<file path="src/rtl/seg_chk_pkg.sv">
package seg_chk_pkg;

   typedef enum logic [1:0] {
      FLT_NONE   = 2'd0,
      FLT_ABSENT = 2'd1,
      FLT_TYPE   = 2'd2,
      FLT_PRIV   = 2'd3
   } fault_e;

   // attribute fields pulled out of one descriptor
   typedef struct packed {
      logic       present;
      logic [1:0] dpl;
      logic       is_mem;
      logic       is_code;
      logic       flavor;    // conforming for code, expand direction for data
      logic       readable;
   } seg_attr_t;

   function automatic logic [1:0] lvl_max(input logic [1:0] a, input logic [1:0] b);
      return (a > b) ? a : b;
   endfunction

endpackage

</file>
<file path="src/rtl/seg_attr_decode.sv">
module seg_attr_decode
   import seg_chk_pkg::*;
#(
   parameter int DESC_W   = 64,
   parameter int PRES_POS = 47,
   parameter int DPL_LSB  = 45,
   parameter int MEM_POS  = 44,
   parameter int EXEC_POS = 43,
   parameter int FLAV_POS = 42,
   parameter int READ_POS = 41
) (
   input  logic [DESC_W-1:0] desc,
   output seg_attr_t         attr
);
   localparam int TOP_POS = PRES_POS;

   if (TOP_POS >= DESC_W) begin : g_bad_width
      $error("descriptor too narrow for attribute fields");
   end
   if (DPL_LSB + 1 >= PRES_POS) begin : g_bad_dpl
      $error("level field overlaps present bit");
   end

   logic unused_desc;
   assign unused_desc = ^desc;

   always_comb begin
      attr.present  = desc[PRES_POS];
      attr.dpl      = desc[DPL_LSB +: 2];
      attr.is_mem   = desc[MEM_POS];
      attr.is_code  = desc[EXEC_POS];
      attr.flavor   = desc[FLAV_POS];
      attr.readable = desc[READ_POS];
   end
endmodule

</file>
<file path="src/rtl/seg_rule_eval.sv">
module seg_rule_eval
   import seg_chk_pkg::*;
#(
   parameter int SEL_W   = 16,
   parameter int LVL_W   = 2
) (
   input  seg_attr_t  attr,
   input  logic       is_read,
   input  logic [LVL_W-1:0] cur_lvl,
   input  logic [SEL_W-1:0] sel,
   output fault_e     fault
);
   if (LVL_W != 2) begin : g_bad_lvl
      $error("privilege levels must be two bits wide");
   end
   if (SEL_W < LVL_W + 1) begin : g_bad_sel
      $error("selector too narrow");
   end

   logic [LVL_W-1:0] rpl;
   logic [LVL_W-1:0] eff_lvl;
   logic             unused_sel;
   fault_e           jump_fault;
   fault_e           read_fault;

   assign rpl        = sel[LVL_W-1:0];
   assign unused_sel = ^sel;
   assign eff_lvl    = lvl_max(cur_lvl, rpl);

   // far transfer rules
   always_comb begin
      if (!attr.is_code) begin
         jump_fault = FLT_TYPE;
      end else if (attr.flavor) begin
         jump_fault = (cur_lvl >= attr.dpl) ? FLT_NONE : FLT_PRIV;
      end else begin
         jump_fault = (eff_lvl == attr.dpl) ? FLT_NONE : FLT_PRIV;
      end
   end

   // data read rules
   always_comb begin
      if (attr.is_code && !attr.readable) begin
         read_fault = FLT_TYPE;
      end else begin
         read_fault = (attr.dpl >= eff_lvl) ? FLT_NONE : FLT_PRIV;
      end
   end

   // absent before type before privilege
   always_comb begin
      if (!attr.present) begin
         fault = FLT_ABSENT;
      end else if (!attr.is_mem) begin
         fault = FLT_TYPE;
      end else if (is_read) begin
         fault = read_fault;
      end else begin
         fault = jump_fault;
      end
   end
endmodule

</file>
<file path="src/rtl/seg_result_reg.sv">
module seg_result_reg
   import seg_chk_pkg::*;
(
   input  logic   clk,
   input  logic   rst_n,
   input  logic   in_valid,
   input  fault_e in_fault,
   output logic   q_valid,
   output logic   q_allow,
   output fault_e q_fault
);
   always_ff @(posedge clk) begin
      if (!rst_n) begin
         q_valid <= 1'b0;
         q_allow <= 1'b0;
         q_fault <= FLT_NONE;
      end else begin
         q_valid <= in_valid;
         if (in_valid) begin
            q_allow <= (in_fault == FLT_NONE);
            q_fault <= in_fault;
         end
      end
   end
endmodule

</file>
<file path="src/rtl/seg_gate_check.sv">
module seg_gate_check
   import seg_chk_pkg::*;
#(
   parameter int SEL_W  = 16,
   parameter int DESC_W = 64,
   parameter int LVL_W  = 2
) (
   input  logic              clk,
   input  logic              rst_n,
   input  logic              req_valid,
   input  logic              req_read,
   input  logic [LVL_W-1:0]  cur_lvl,
   input  logic [SEL_W-1:0]  selector,
   input  logic [DESC_W-1:0] descriptor,
   output logic              out_valid,
   output logic              out_allow,
   output logic [1:0]        out_fault
);
   seg_attr_t attr;
   fault_e    comb_fault;
   fault_e    reg_fault;

   seg_attr_decode #(.DESC_W(DESC_W)) u_decode (
      .desc (descriptor),
      .attr (attr)
   );

   seg_rule_eval #(.SEL_W(SEL_W), .LVL_W(LVL_W)) u_rules (
      .attr    (attr),
      .is_read (req_read),
      .cur_lvl (cur_lvl),
      .sel     (selector),
      .fault   (comb_fault)
   );

   seg_result_reg u_result (
      .clk      (clk),
      .rst_n    (rst_n),
      .in_valid (req_valid),
      .in_fault (comb_fault),
      .q_valid  (out_valid),
      .q_allow  (out_allow),
      .q_fault  (reg_fault)
   );

   assign out_fault = reg_fault;
endmodule

</file>
<file path="config.mk">
export PLATFORM = sky130hd
export DESIGN_NAME = seg_gate_check
export DESIGN_NICKNAME = d
export VERILOG_FILES = /design/src/rtl/seg_chk_pkg.sv /design/src/rtl/seg_attr_decode.sv /design/src/rtl/seg_rule_eval.sv /design/src/rtl/seg_result_reg.sv /design/src/rtl/seg_gate_check.sv
export SDC_FILE = /design/constraint.sdc
export NUM_CORES = 1
export LEC_CHECK = 0
export BUFFER_PORTS_ARGS = -buffer_cell sky130_fd_sc_hd__buf_2
export CORE_MARGIN = 8
export CORE_UTILIZATION = 19
export DETAILED_ROUTE_END_ITERATION = 16
export PLACE_DENSITY_LB_ADDON = 0.05
export SLEW_MARGIN = 30
export SYNTH_ARGS = -nofsm -noshare
export SYNTH_HDL_FRONTEND = slang
export SYNTH_SLANG_ARGS = --single-unit
</file>
<file path="constraint.sdc">
create_clock -name clk -period 2.1 [get_ports clk]
set_input_delay 0.315 -clock clk [delete_from_list [all_inputs] [get_ports clk]]
set_output_delay 0.315 -clock clk [all_outputs]
set_load 0.05 [all_outputs]
</file>
==> impl_results.md <==
- CTS Buf Count: 3
- Starting Density: 19.5%
- Commonest cells after routing, fill and taps aside: buf_2 (18), inv_1 (5)
- Drt wl/cell: 10.3 um
- Drt first pass iters: 3
- Slowest stage cell, crit path: ha_1
- Max Fanout on Critical Path: 3
- Io pins: 90
- CP required: 2220 ps
- Post-synthesis cell type count: 19
- Die Width: 60.4 um
- Synth warn: 0
- Final Hold Vio Count: 0
- Power Total: 288 uW
- Detailed Place HPWL: 827 um
- Leakage power figure: 0.000292 uW
- Post-Syn Nets: 140
- Detailed Route Iter0 Violations: 8
- Clk_lat worst skew: 230 ps
- WP data arrival: 2120 ps
- IO buf count: 18
- Synth top area share: 23.3%
- Die height: 60.4 um
- Via Count: 403
- DR vias/cell: 4.07
- DRT antenna net count: 0
- Nets: 167
- Vias in the first global route: 417
- Power density over the cells: 478 mW/mm^2
- CP bufs+invs: 2
- Ant. Diodes: 0
- Total gr overflow: 0
- Initial antenna violation count: 0
- Slew @ Worst Pin: 361 ps
- Synth area leaders: ha_1 (23%), dfxtp_1 (21%), inv_1 (7.0%)
- Layout cells sized above 1: 48.6%
- Rel. slew slack: 75.9%
- H-tree depth: 1
- Max Slew Vio Count: 0
- Crit. End Element: flop
- Hold Buf Count CTS: 0
- Crit Path Category: in -> reg
- Largest net degree at the start of global routing: 7
- Critical path's top delay family: compound AO/OA/AOI/OAI gates
- DRT Wirelength: 1020 um
- Multi-input gate area: 320 sq um
- Type of the tightest min-delay check: in -> reg
- Final clock period utilization by the worst path: 95.5%
- CTS sink cnt: 4
- Max Cap Violations: 0
- CP peak stage delay: 310 ps
- Final setup fails: 0
- Worst-path cell chain: buf_2 -> inv_1 -> ha_4 -> a211oi_2 -> a211oi_2 -> ha_1 -> nand2b_1 -> a21oi_2 -> nand2b_1 -> o211a_1 -> a32o_1
- Crit path launch type: primary input
- Synthesis-stage register bit count: 4
- Final GP Congestion: 0.611
- F_max: 499 MHz
- Final clock skew: 0 ps
- Placed cells: 96
- Core box area: 0.00192 sq mm
- Num rows: 16
- Seq/Total Area, Yosys: 21.3%
- Largest area contributor in the netlist: ha_1
- FF/Latch Area: 80.1 sq um
- Peak supply drop: 0.218 mV
- First-pass GRT wire length: 1630 um
- Residual DRC: 0
- Total global-route track usage: 6.00%
- Layout Utilization: 31.4%
- Synth Area per Inst: 7.99 sq um
- Root buffer cell: clkbuf_4
- Fill count: 233
- Commonest non-fill, non-tap cell in the layout: buf_2
- Fin crit period: 2010 ps
- Mapped Area: 375 sq um
- CTS tree: built
- Clk slew on worst S/H paths: 40 ps
- Layout area overhead: 60.7%
- Die Area: 0.00365 sq mm
- Status: complete, no violations
- Syn Inst Count: 47
- Fin cells: 99
- CTS Buffer Depth: 2
==> metrics by stage <==
stage | worst slack [ps] | hold slack, ps | area (sq um) | setup TNS [ps]
finish | 94.4 | 329 | 603 | 0
global route | -25.3 | 333 | 603 | -34.9
CTS | 14.5 | 323 | 568 | 0
detailed placement | -238 | 539 | 533 | -609
global placement | -277 | 540 | 533 | -695
floorplan | 24.1 | 404 | 379 | 0
==> layout make-up <==
type,instances,area share [%]
multi-input combinational,36,53.1
timing repair buffer,22,19.9
sequential,4,13.3
tap,27,5.60
inverter,7,4.36
clock buffer,3,3.73
==> path summary, 6_finish.rpt <==
path | start | end | slack, ps | cells past startpoint
worst min register to register | u_result.q_fault[0]$_SDFFE_PN0P_ | u_result.q_fault[0]$_SDFFE_PN0P_ | 550 | 2
worst max register to register | u_result.q_allow$_SDFFE_PN0P_ | u_result.q_allow$_SDFFE_PN0P_ | 1380 | 2
worst max-delay path | cur_lvl[1] | u_result.q_allow$_SDFFE_PN0P_ | 90 | 11
worst min-delay path | req_valid | u_result.q_fault[0]$_SDFFE_PN0P_ | 330 | 2
==> power breakdown <==
group,total [uW],internal (uW),switching (uW)
registers,82.1,80.6,1.58
clock network,93.2,63.8,29.4
logic,113,52.2,60.4
==> synth_stat cells, drive strengths merged <==
cell and number:
and2 2, a211oi 2, dfxtp 4, nand3b 1, nand2 3, ha 7, a21oi 4, o22ai 1
o21ai 3, nor2b 1, a32o 1, nor2 4, inv 7, o211ai 1, o211a 1, o32ai 1
nand2b 4
==> per-layer routing <==
metal / GRT usage [%] / wire (um) / vias up / share of wire [%]
li1: - / - / 215 / -
met1: 6.91 / 449 / 176 / 44
met2: 8.69 / 481 / 10 / 47
met3: 2.75 / 84 / 2 / 8.2
met4: 3.99 / 6 / 0 / 0.59
met5: 0 / 0 / - / 0
==> cells by family (layout without fill, tap and decap cells) <==
family / Yosys count / in the layout / synth area share [%]
adders and majority gates: 7 / 7 / 23.3
buffers and inverters: 7 / 32 / 7.00
AOI/OAI and AO/OA: 14 / 14 / 25.7
DFF: 4 / 4 / 21.3
and+or+nand+nor: 15 / 15 / 22.7
==> flip-flops by register name, indices dropped and copies added, names as in the netlist <==
name and flops:
u_result.q_allow 1, u_result.q_fault 2, u_result.q_valid 1
==> repair_timing <==
item,CTS,global route
setup buffers,0,0
setup endpoints to repair,1,3
resized for setup,1,7
gates cloned,0,0
pin swaps,3,5
(Power assumes the default switching activity.)
